## src/rtl/muxbus_pkg.sv

```systemverilog
// Package: shared state type for the multiplexed bus sequencer.
// Assumes: one transfer at a time; a single idle clock between transfers.
package muxbus_pkg;

    // Bus clock states plus idle and granted-away states
    typedef enum logic [2:0] {
        ST_IDLE = 3'd0,
        ST_T1   = 3'd1,
        ST_T2   = 3'd2,
        ST_T3   = 3'd3,
        ST_TW   = 3'd4,
        ST_T4   = 3'd5,
        ST_HOLD = 3'd6
    } seq_state_t;

endpackage

```

## src/rtl/muxbus_rst_qual.sv

```systemverilog
// Module: reset qualifier.
// Turns a synchronous active-low reset into an internal reset pulse that
// only fires once rst_n has been sampled low on RST_CYC consecutive edges.
// Assumes: RST_CYC >= 2.
module muxbus_rst_qual #(
    parameter int RST_CYC = 4
) (
    input  logic clk,
    input  logic rst_n,
    output logic rst_apply
);
    localparam int CW = (RST_CYC > 2) ? $clog2(RST_CYC) : 1;
    localparam logic [CW-1:0] LAST = CW'(RST_CYC - 1);

    logic [CW-1:0] low_cnt;

    // Count consecutive low samples of rst_n, saturating at LAST
    always_ff @(posedge clk) begin
        if (rst_n)
            low_cnt <= '0;
        else if (low_cnt < LAST)
            low_cnt <= low_cnt + 1'b1;
    end

    assign rst_apply = !rst_n && (low_cnt >= LAST);

endmodule

```

## src/rtl/muxbus_fsm.sv

```systemverilog
// Module: sequencer state machine.
// Accepts one request at a time, steps through T1..T4 with wait states
// while bus_rdy is low, captures read data on the ready edge, and hands
// the bus away on hold_req only between transfers.
// Assumes: ad_in is stable around the ready edge.
module muxbus_fsm
    import muxbus_pkg::*;
#(
    parameter int ADDR_W = 20,
    parameter int DATA_W = 16
) (
    input  logic              clk,
    input  logic              rst_n,
    input  logic              rst_apply,
    input  logic              req_valid,
    output logic              req_ready,
    input  logic [ADDR_W-1:0] req_addr,
    input  logic [DATA_W/8-1:0] req_be,
    input  logic              req_write,
    input  logic              req_mem,
    input  logic [DATA_W-1:0] req_wdata,
    input  logic              bus_rdy,
    input  logic              hold_req,
    input  logic [DATA_W-1:0] ad_in,
    output seq_state_t        state,
    output logic [ADDR_W-1:0] lat_addr,
    output logic [DATA_W/8-1:0] lat_be,
    output logic              lat_write,
    output logic              lat_mem,
    output logic [DATA_W-1:0] lat_wdata,
    output logic              rsp_valid,
    output logic [DATA_W-1:0] rsp_rdata
);
    seq_state_t state_nx;
    logic       accept;
    logic       rdy_edge;

    assign req_ready = (state == ST_IDLE) && !hold_req;
    assign accept    = req_ready && req_valid;
    assign rdy_edge  = ((state == ST_T3) || (state == ST_TW)) && bus_rdy;
    assign rsp_valid = (state == ST_T4);

    // Next-state selection for the bus clock states
    always_comb begin
        state_nx = state;
        unique case (state)
            ST_IDLE: begin
                if (hold_req)       state_nx = ST_HOLD;
                else if (req_valid) state_nx = ST_T1;
            end
            ST_T1:   state_nx = ST_T2;
            ST_T2:   state_nx = ST_T3;
            ST_T3,
            ST_TW:   state_nx = bus_rdy ? ST_T4 : ST_TW;
            ST_T4:   state_nx = hold_req ? ST_HOLD : ST_IDLE;
            ST_HOLD: state_nx = hold_req ? ST_HOLD : ST_IDLE;
            default: state_nx = ST_IDLE;
        endcase
    end

    // State register with qualified reset
    always_ff @(posedge clk) begin
        if (rst_apply)
            state <= ST_IDLE;
        else
            state <= state_nx;
    end

    // Latch request fields when a request is accepted
    always_ff @(posedge clk) begin
        if (rst_apply) begin
            lat_addr  <= '0;
            lat_be    <= '0;
            lat_write <= 1'b0;
            lat_mem   <= 1'b0;
            lat_wdata <= '0;
        end else if (accept) begin
            lat_addr  <= req_addr;
            lat_be    <= req_be;
            lat_write <= req_write;
            lat_mem   <= req_mem;
            lat_wdata <= req_wdata;
        end
    end

    // Capture read data on the edge that leaves the last active state
    always_ff @(posedge clk) begin
        if (rst_apply)
            rsp_rdata <= '0;
        else if (rdy_edge && !lat_write)
            rsp_rdata <= ad_in;
    end


    wait_stretch_chk: assert property (@(posedge clk) disable iff (!rst_n)
        ((state == ST_T3 || state == ST_TW) && !bus_rdy) |=> (state == ST_TW));


    accept_start_chk: assert property (@(posedge clk) disable iff (!rst_n)
        (req_valid && req_ready) |=> (state == ST_T1 && lat_addr == $past(req_addr)));


    grant_release_chk: assert property (@(posedge clk) disable iff (!rst_n)
        (state == ST_HOLD && !hold_req) |=> (state == ST_IDLE));


    no_midcycle_hold_chk: assert property (@(posedge clk) disable iff (!rst_n)
        (state == ST_T1 || state == ST_T2 || state == ST_T3 || state == ST_TW)
        |=> (state != ST_HOLD));

endmodule

```

## src/rtl/muxbus_drive.sv

```systemverilog
// Module: pin decoder.
// Derives every bus pin value and drive enable from the current state and
// the latched request. Purely combinational; all pin timing follows state.
// Assumes: ADDR_W > DATA_W; the upper lines carry ADDR_W-DATA_W bits.
module muxbus_drive
    import muxbus_pkg::*;
#(
    parameter int ADDR_W = 20,
    parameter int DATA_W = 16
) (
    input  logic              clk,
    input  logic              rst_n,
    input  seq_state_t        state,
    input  logic [ADDR_W-1:0] lat_addr,
    input  logic [DATA_W/8-1:0] lat_be,
    input  logic              lat_write,
    input  logic              lat_mem,
    input  logic [DATA_W-1:0] lat_wdata,
    output logic [DATA_W-1:0] ad_out,
    output logic              ad_oe,
    output logic [ADDR_W-DATA_W-1:0] up_out,
    output logic              hi_byte_n,
    output logic              addr_strobe,
    output logic              rd_strb_n,
    output logic              wr_strb_n,
    output logic              xcvr_en_n,
    output logic              xcvr_dir_tx,
    output logic              mem_sel,
    output logic              ctl_oe,
    output logic              bus_grant
);
    localparam int UP_W = ADDR_W - DATA_W;
    localparam int BE_W = DATA_W / 8;

    logic [UP_W-1:0] status_nib;
    logic            strobe_phase;

    assign status_nib   = UP_W'({lat_be, lat_write, lat_mem});
    assign strobe_phase = (state == ST_T2) || (state == ST_T3) || (state == ST_TW);

    // Decode pin values for the current bus state
    always_comb begin
        ad_out      = '0;
        ad_oe       = 1'b0;
        up_out      = '0;
        hi_byte_n   = 1'b1;
        addr_strobe = 1'b0;
        rd_strb_n   = 1'b1;
        wr_strb_n   = 1'b1;
        xcvr_en_n   = 1'b1;
        xcvr_dir_tx = lat_write;
        mem_sel     = lat_mem;
        ctl_oe      = (state != ST_HOLD);
        bus_grant   = (state == ST_HOLD);
        if (state == ST_T1) begin
            ad_out      = lat_addr[DATA_W-1:0];
            ad_oe       = 1'b1;
            up_out      = lat_addr[ADDR_W-1:DATA_W];
            hi_byte_n   = ~lat_be[BE_W-1];
            addr_strobe = 1'b1;
        end else if (strobe_phase || state == ST_T4) begin
            up_out = status_nib;
            if (lat_write) begin
                ad_out = lat_wdata;
                ad_oe  = 1'b1;
            end
            if (strobe_phase) begin
                xcvr_en_n = 1'b0;
                rd_strb_n = lat_write;
                wr_strb_n = !lat_write;
            end
        end
    end


    strobe_excl_chk: assert property (@(posedge clk) disable iff (!rst_n)
        !(!rd_strb_n && !wr_strb_n));


    strobe_quiet_chk: assert property (@(posedge clk) disable iff (!rst_n)
        addr_strobe |-> (rd_strb_n && wr_strb_n && xcvr_en_n));


    float_on_grant_chk: assert property (@(posedge clk) disable iff (!rst_n)
        bus_grant |-> (!ad_oe && !ctl_oe));


    read_after_addr_chk: assert property (@(posedge clk) disable iff (!rst_n)
        $fell(rd_strb_n) |-> $past(addr_strobe));

endmodule

```

## src/rtl/mux_bus_seq.sv

```systemverilog
// Module: multiplexed address/data bus cycle sequencer (top).
// Joins the reset qualifier, the state machine and the pin decoder.
// Assumes: outside tri-state buffers honour ad_oe and ctl_oe.
module mux_bus_seq #(
    parameter int ADDR_W  = 20,
    parameter int DATA_W  = 16,
    parameter int RST_CYC = 4
) (
    input  logic              clk,
    input  logic              rst_n,
    input  logic              req_valid,
    output logic              req_ready,
    input  logic [ADDR_W-1:0] req_addr,
    input  logic [DATA_W/8-1:0] req_be,
    input  logic              req_write,
    input  logic              req_mem,
    input  logic [DATA_W-1:0] req_wdata,
    output logic              rsp_valid,
    output logic [DATA_W-1:0] rsp_rdata,
    output logic [DATA_W-1:0] ad_out,
    input  logic [DATA_W-1:0] ad_in,
    output logic              ad_oe,
    output logic [ADDR_W-DATA_W-1:0] up_out,
    output logic              hi_byte_n,
    output logic              addr_strobe,
    output logic              rd_strb_n,
    output logic              wr_strb_n,
    output logic              xcvr_en_n,
    output logic              xcvr_dir_tx,
    output logic              mem_sel,
    output logic              ctl_oe,
    input  logic              bus_rdy,
    input  logic              hold_req,
    output logic              bus_grant
);
    localparam int BE_W = DATA_W / 8;

    logic                   rst_apply;
    muxbus_pkg::seq_state_t state;
    logic [ADDR_W-1:0]      lat_addr;
    logic [BE_W-1:0]        lat_be;
    logic                   lat_write;
    logic                   lat_mem;
    logic [DATA_W-1:0]      lat_wdata;

    muxbus_rst_qual #(.RST_CYC(RST_CYC)) u_rst (
        .clk       (clk),
        .rst_n     (rst_n),
        .rst_apply (rst_apply)
    );

    muxbus_fsm #(.ADDR_W(ADDR_W), .DATA_W(DATA_W)) u_fsm (
        .clk       (clk),
        .rst_n     (rst_n),
        .rst_apply (rst_apply),
        .req_valid (req_valid),
        .req_ready (req_ready),
        .req_addr  (req_addr),
        .req_be    (req_be),
        .req_write (req_write),
        .req_mem   (req_mem),
        .req_wdata (req_wdata),
        .bus_rdy   (bus_rdy),
        .hold_req  (hold_req),
        .ad_in     (ad_in),
        .state     (state),
        .lat_addr  (lat_addr),
        .lat_be    (lat_be),
        .lat_write (lat_write),
        .lat_mem   (lat_mem),
        .lat_wdata (lat_wdata),
        .rsp_valid (rsp_valid),
        .rsp_rdata (rsp_rdata)
    );

    muxbus_drive #(.ADDR_W(ADDR_W), .DATA_W(DATA_W)) u_drive (
        .clk         (clk),
        .rst_n       (rst_n),
        .state       (state),
        .lat_addr    (lat_addr),
        .lat_be      (lat_be),
        .lat_write   (lat_write),
        .lat_mem     (lat_mem),
        .lat_wdata   (lat_wdata),
        .ad_out      (ad_out),
        .ad_oe       (ad_oe),
        .up_out      (up_out),
        .hi_byte_n   (hi_byte_n),
        .addr_strobe (addr_strobe),
        .rd_strb_n   (rd_strb_n),
        .wr_strb_n   (wr_strb_n),
        .xcvr_en_n   (xcvr_en_n),
        .xcvr_dir_tx (xcvr_dir_tx),
        .mem_sel     (mem_sel),
        .ctl_oe      (ctl_oe),
        .bus_grant   (bus_grant)
    );

endmodule

```

## config.mk

```make
export PLATFORM = sky130hd
export DESIGN_NAME = mux_bus_seq
export DESIGN_NICKNAME = d
export VERILOG_FILES = /design/src/rtl/muxbus_pkg.sv /design/src/rtl/muxbus_rst_qual.sv /design/src/rtl/muxbus_fsm.sv /design/src/rtl/muxbus_drive.sv /design/src/rtl/mux_bus_seq.sv
export SDC_FILE = /design/constraint.sdc
export NUM_CORES = 1
export LEC_CHECK = 0
export ABC_AREA = 1
export CORE_AREA = 2 2 89 91
export DETAILED_ROUTE_END_ITERATION = 16
export DIE_AREA = 0 0 91 93
export PLACE_DENSITY_LB_ADDON = 0.2
export SYNTH_ARGS = -nofsm -noshare
export SYNTH_HDL_FRONTEND = slang
export SYNTH_SLANG_ARGS = --single-unit
```

## constraint.sdc

```tcl
create_clock -name clk -period 1.65 [get_ports clk]
set_clock_uncertainty 0.2 [all_clocks]
set_input_delay 0.33 -clock clk [delete_from_list [all_inputs] [get_ports clk]]
set_output_delay 0.33 -clock clk [all_outputs]
set_load 0.01 [all_outputs]
```

* Yosys cells after proc, flatten, opt, wreduce, memory -nomap -nowiden
Index checks and enable logic that the tools add are counted.
** Storage, ports and cells
- Memory bits (writable) :: 0
- Memory bits (read-only) :: 0
- Output and inout bits :: 48
- Latch bits :: 0
- Word-level logic and storage cells :: 59
- Register bits :: 61
- Memories :: 0
- Input bits :: 61
** Operators by class
- Add/subtract/negate cells :: 1
- Muxes and demuxes :: 24
- Shifts and indexed selects :: 0
- Divide/modulo/power cells :: 0
- Reductions and logical operators :: 15
- $lt $le $gt $ge :: 2
- Multipliers :: 0
- Eq/ne operators :: 8
- Bitwise gates (word level) :: 1
** Operators by type and width (number)
- 16-bit two-way mux :: 3
- 1-bit two-way mux :: 15
- 3-bit case mux with 5 select lines :: 1
- 3-bit == test, second input constant :: 3
- 3-bit two-way mux :: 3
- 4-bit two-way mux :: 2
- 3-bit by 2-bit == test with 1-bit output, second input constant :: 2
- 3-bit != test, second input constant :: 2
- 1-bit logical AND :: 5
- 1-bit logical OR :: 4
- 2-bit OR reduction :: 2
- 3-bit by 1-bit == test with 1-bit output, second input constant :: 1
- 1-bit logical NOT :: 3
- 3-bit logical NOT :: 1
- 2-bit by 1-bit adder with 2-bit output, second input constant :: 1
- 2-bit >= comparator, second input constant :: 1
- 2-bit less-than comparator, second input constant :: 1
- 1-bit inverter :: 1

* Depth between registers and ports, before layout
- Depth after elaboration :: 6
- Mapped depth :: 9
- Gate-level depth less buffers :: 7

* Cells and area by module
From an unflattened synthesis, not the netlist that was laid out.
** Unflattened totals
- Cells, all modules :: 448
- Area total of the unflattened synthesis :: 2957.8 µm²
** By module, submodules not included
- muxbus_fsm :: times used 1, area each 2285.9 µm², seq. area each 1181.1 µm², cells an instance 312
- muxbus_drive :: times used 1, area each 571.8 µm², seq. area each 0.0 µm², cells an instance 121
- muxbus_rst_qual :: times used 1, area each 100.1 µm², seq. area each 40.0 µm², cells an instance 15

* Least setup slack after synthesis
Ideal clock, no wire load.
- Path type :: flip-flop to output port
- Start point :: register u_fsm.state[0]
- End point :: output port ad_oe
- Required time :: 1120 ps
- Path buffers :: 2
- Data arrival time :: 1172 ps
- Slack :: -52 ps
- Cell stages (with the launch flop) :: 10
- Cell sequence :: dfxtp_1 -> nor2_1 -> nand2_1 -> nand2_1 -> buf_6 -> nor2_8 -> nand2_2 -> buf_6 -> nand2_2 -> nand2_1
** On the way
- Word-level cells in the longest chain between the ends :: 6
- Elaborated cells on any way between the ends :: 10
- Classes of those cells :: eq/ne: 5; mux: 2; reduce/logical: 3
** Ends and longest elaborated chain
- from (decl) :: RTL line muxbus_fsm.sv:25 : output seq_state_t state,
- from (signal assigned) :: RTL line muxbus_fsm.sv:66 : state <= state_nx;
- 3-bit by 2-bit == test with 1-bit output :: RTL line muxbus_drive.sv:39 : assign strobe_phase = (state == ST_T2) || (state == ST_T3) || (state == ST_TW);
- 1-bit logical OR (2 in a row) :: RTL line muxbus_drive.sv:39
- 1-bit logical OR :: RTL line muxbus_drive.sv:61 : end else if (strobe_phase || state == ST_T4) begin
- 1-bit two-way mux :: RTL line muxbus_drive.sv:61
- 1-bit two-way mux (*) :: RTL line muxbus_drive.sv:55 : if (state == ST_T1) begin
- to (decl) :: RTL line mux_bus_seq.sv:22 : output logic ad_oe,
Every way passes the cells marked *; elsewhere a longest branch is shown, timed or not.

* Worst setup path after layout
- Start point :: register u_fsm.state[1]
- End point :: output port ad_out[11]
** On the way
- Word-level cells in the longest chain between the ends :: 6
- Elaborated cells on any way between the ends :: 10
- Classes of those cells :: eq/ne: 5; mux: 2; reduce/logical: 3
** Ends and longest elaborated chain
- 3-bit by 2-bit == test with 1-bit output :: RTL line muxbus_drive.sv:39
- 1-bit logical OR (2 in a row) :: RTL line muxbus_drive.sv:39
- 1-bit logical OR :: RTL line muxbus_drive.sv:61
- 16-bit two-way mux :: RTL line muxbus_drive.sv:61
- 16-bit two-way mux (*) :: RTL line muxbus_drive.sv:55
- to (decl) :: RTL line mux_bus_seq.sv:20 : output logic [DATA_W-1:0] ad_out,
Marked as above.

==> flow_summary.yaml <==
outcome:
  status: "finished with violations"
  violations: "setup timing"
job:
  maxCapViolCount: 0
drt:
  drt_pass1_iterations: 6
  vias: 3390
  avgRoutedWirePerCell_microns: 13.67
  detail_route.vias_per_cell: 4.788
  antenna_left: 0
  drt_iter0_markers: 130
  drc_errors: 0
  wirelength_microns: 9679
cells_and_area:
  drive_above_1_share_pct: 23.60
  area_growth_pct: 64.04
  fillers: 693
  final_nets: 664
  antenna_cells: 0
power_and_ir_drop:
  power_density_mw_per_mm2: 1903
  p_leak_nw: 2.638
  ir_drop_mv: 1.011
global_route:
  grt_max_degree: 29
  grt_pass1_vias: 3158
  antenna_found_initial: 0
  grt-ovfl-total: 0
  grt_usage_pct: 22.08
  grt_pass1_wl_microns: 14930
logic_synthesis:
  synth-main-ff-cell: "dfxtp_1"
  synth_cell_types: 24
  synth_nets: 531
  synth_seq_cells: 61
  synth_edf_count: 0
  yosysSeqAreaShare_pct: 40.30
  yosysWarnings: 0
  syn-cell-area_sq_mm: 0.003030
  async_flop_share_pct: 0
  avgSynthCellArea_sq_um: 6.461
  syn_inst: 469
worst_setup_path:
  critical_path_class: "flip-flop to output port"
  worst-path-stages: 10
  worstPathRequired_ps: 1120
  path_cells: "nor2_4, nand2_2, nand2_4, nor2_8, nand2_4, buf_6, buf_16, nand2_1, nand2_1, buf_2"
  crit_buf_inv: 3
  startpoint_type: "flip-flop"
  crit_path_end_kind: "output port"
  worstPathArrival_ps: 1610
  cp_slowest_stage_delay_ps: 410
  critical-path-top-delay-family: "simple AND/OR/NAND/NOR gates"
  cp_slowest_cell: "dfxtp_4"
  r2r_cells: 10
  critPathMaxFanout: 5
clocking:
  h-tree-depth: 3
  cts-buffers-inserted: 9
  cts_hold_buffers: 0
  clkLatencyLatePin_ps: 340
  clockBufferDepth: 2
  cts_tree: "yes"
  clock-sinks: 61
  clockRootBuffer: "clkbuf_8"
  clk_pin_slew_ps: 60
timing:
  setup_tns_ps: -13960
  worst_slack_ps: -489.8
  min_period_ps: 2140
  tightest_slew_ps: 418.7
  holdWs_ps: 258.8
  setup_violations: 71
  max_freq_ghz: 0.4673
  finalCritPeriodShare_pct: 129.7
  maxSlewViolCount: 0
  relSlewSlack_pct: 72.00
  rsz0062_at_grt: "yes"
  hold_violations: 0
die:
  dieArea_sq_mm: 0.008463
  die_w_microns: 91
  core_area_sq_mm: 0.007527
  io_pins: 109
  initial_core_util_pct: 40.26
  die_h_microns: 93
  rows: 32
min_path:
  hold_path_class: "flip-flop to flip-flop"
  hold_path_depth: 2
placed_design:
  dpl.hpwl_microns: 5799
  port_buffers: 108
  place.gp.congestion: 0.8524
## cell families after synthesis
| kind of cell | share of synthesized area (%) |
|---|---|
| fa+ha+maj | 0.4128 |
| flops | 40.30 |
| simple gates | 35.51 |
| xor+xnor | 0.2891 |
| buf+inv | 15.65 |
| compound gates | 7.845 |
## cell usage after synthesis, drive strengths merged (2+ instances only)
| master | number | share of area (%) |
|---|---|---|
| a21oi | 44 | 7.3 |
| dfxtp | 61 | 40 |
| clkbuf | 10 | 1.2 |
| nand2 | 163 | 20 |
| buf | 21 | 4.7 |
| o21ai | 2 | 0.33 |
| nor2 | 22 | 3.5 |
| inv | 76 | 9.4 |
| nand4 | 17 | 3.5 |
| clkinv | 2 | 0.25 |
| nand3 | 46 | 7.8 |
## per-layer routing
metal	vias to the layer above	track usage (%)	share of wire (%)
met5	-	0	0
met4	0	8.712	1.8
met3	16	3.868	5.4
met2	99	39.14	51
met1	1564	26.62	42
li1	1711	-	-
## area by class of cell
type / instances / area, sq um / share of cell area (%)
clock buffer: 14 / 162.7 / 3.272
clock inverter: 1 / 30.03 / 0.6041
inverter: 78 / 305.3 / 6.141
multi-input combinational: 299 / 1534 / 30.86
sequential: 61 / 1234 / 24.82
tap: 102 / 127.6 / 2.567
timing repair buffer: 153 / 1578 / 31.74
## state kept, by name (all words and copies together), names as in the netlist
register         flops
u_fsm.rsp_rdata     16
u_fsm.state          3
u_fsm.lat_be         2
u_rst.low_cnt        2
u_fsm.lat_mem        1
u_fsm.lat_wdata     16
u_fsm.lat_write      1
u_fsm.lat_addr      20
## worst register-to-register path, delay by kind of cell (launching register included)
| kind | cells | cell delay [ps] |
|---|---|---|
| compound gates | 1 | 60 |
| buf+inv | 4 | 520 |
| flops | 1 | 380 |
| simple gates | 5 | 480 |
## worst paths after layout
check | start | endpoint | slack [ps]
setup / recovery | u_fsm.state[1] | ad_out[11] | -490
hold / removal | u_fsm.lat_addr[8] | u_fsm.lat_addr[8] | 260
setup reg to reg | u_fsm.state[0] | u_fsm.lat_addr[17] | -100
hold reg to reg | u_fsm.lat_addr[8] | u_fsm.lat_addr[8] | 260
## what timing repair did
item,4_1_cts,5_1_grt
gates cloned,6,3
pin swaps,7,10
resized for setup,183,47
buffers inserted,5,6
endpoints found under the setup margin,104,88
## where the power goes
group	leakage [nW]	switching (mW)	internal, mW
clock	0.0968	0.566	0.775
combinational	2.03	2.72	2.62
sequential	0.512	0.485	2.30
## layout by cell type, fill, tap and decap left out, types with 3 or more instances in the layout
master,count
clkbuf_1,3
clkbuf_8,11
a21oi_1,43
nand2_2,24
nand3_1,41
dlygate4sd2_1,18
buf_4,23
nand3_2,3
buf_6,17
nor2_1,19
clkdlybuf4s50_1,60
nand4_1,17
dfxtp_4,3
inv_4,5
buf_2,15
nand2_1,129
clkbuf_2,4
inv_1,70
dfxtp_1,57
nand2_4,9
buf_12,8
## metrics by stage
step | cells | instance area [sq um] | utilization, % | setup WS (ps) | total power [mW]
floorplan | 469 | 3037 | - | 2.716 | 5.055
global placement | 676 | 4360 | 57.93 | -505.6 | 6.887
detailed placement | 676 | 4360 | 57.93 | -506.7 | 7.005
CTS | 701 | 4770 | 63.36 | -510.3 | 9.200
global route | 708 | 4971 | 66.04 | -563.0 | 10.10
finish | 708 | 4971 | 66.04 | -489.8 | 9.461
(Power assumes the default switching activity.)
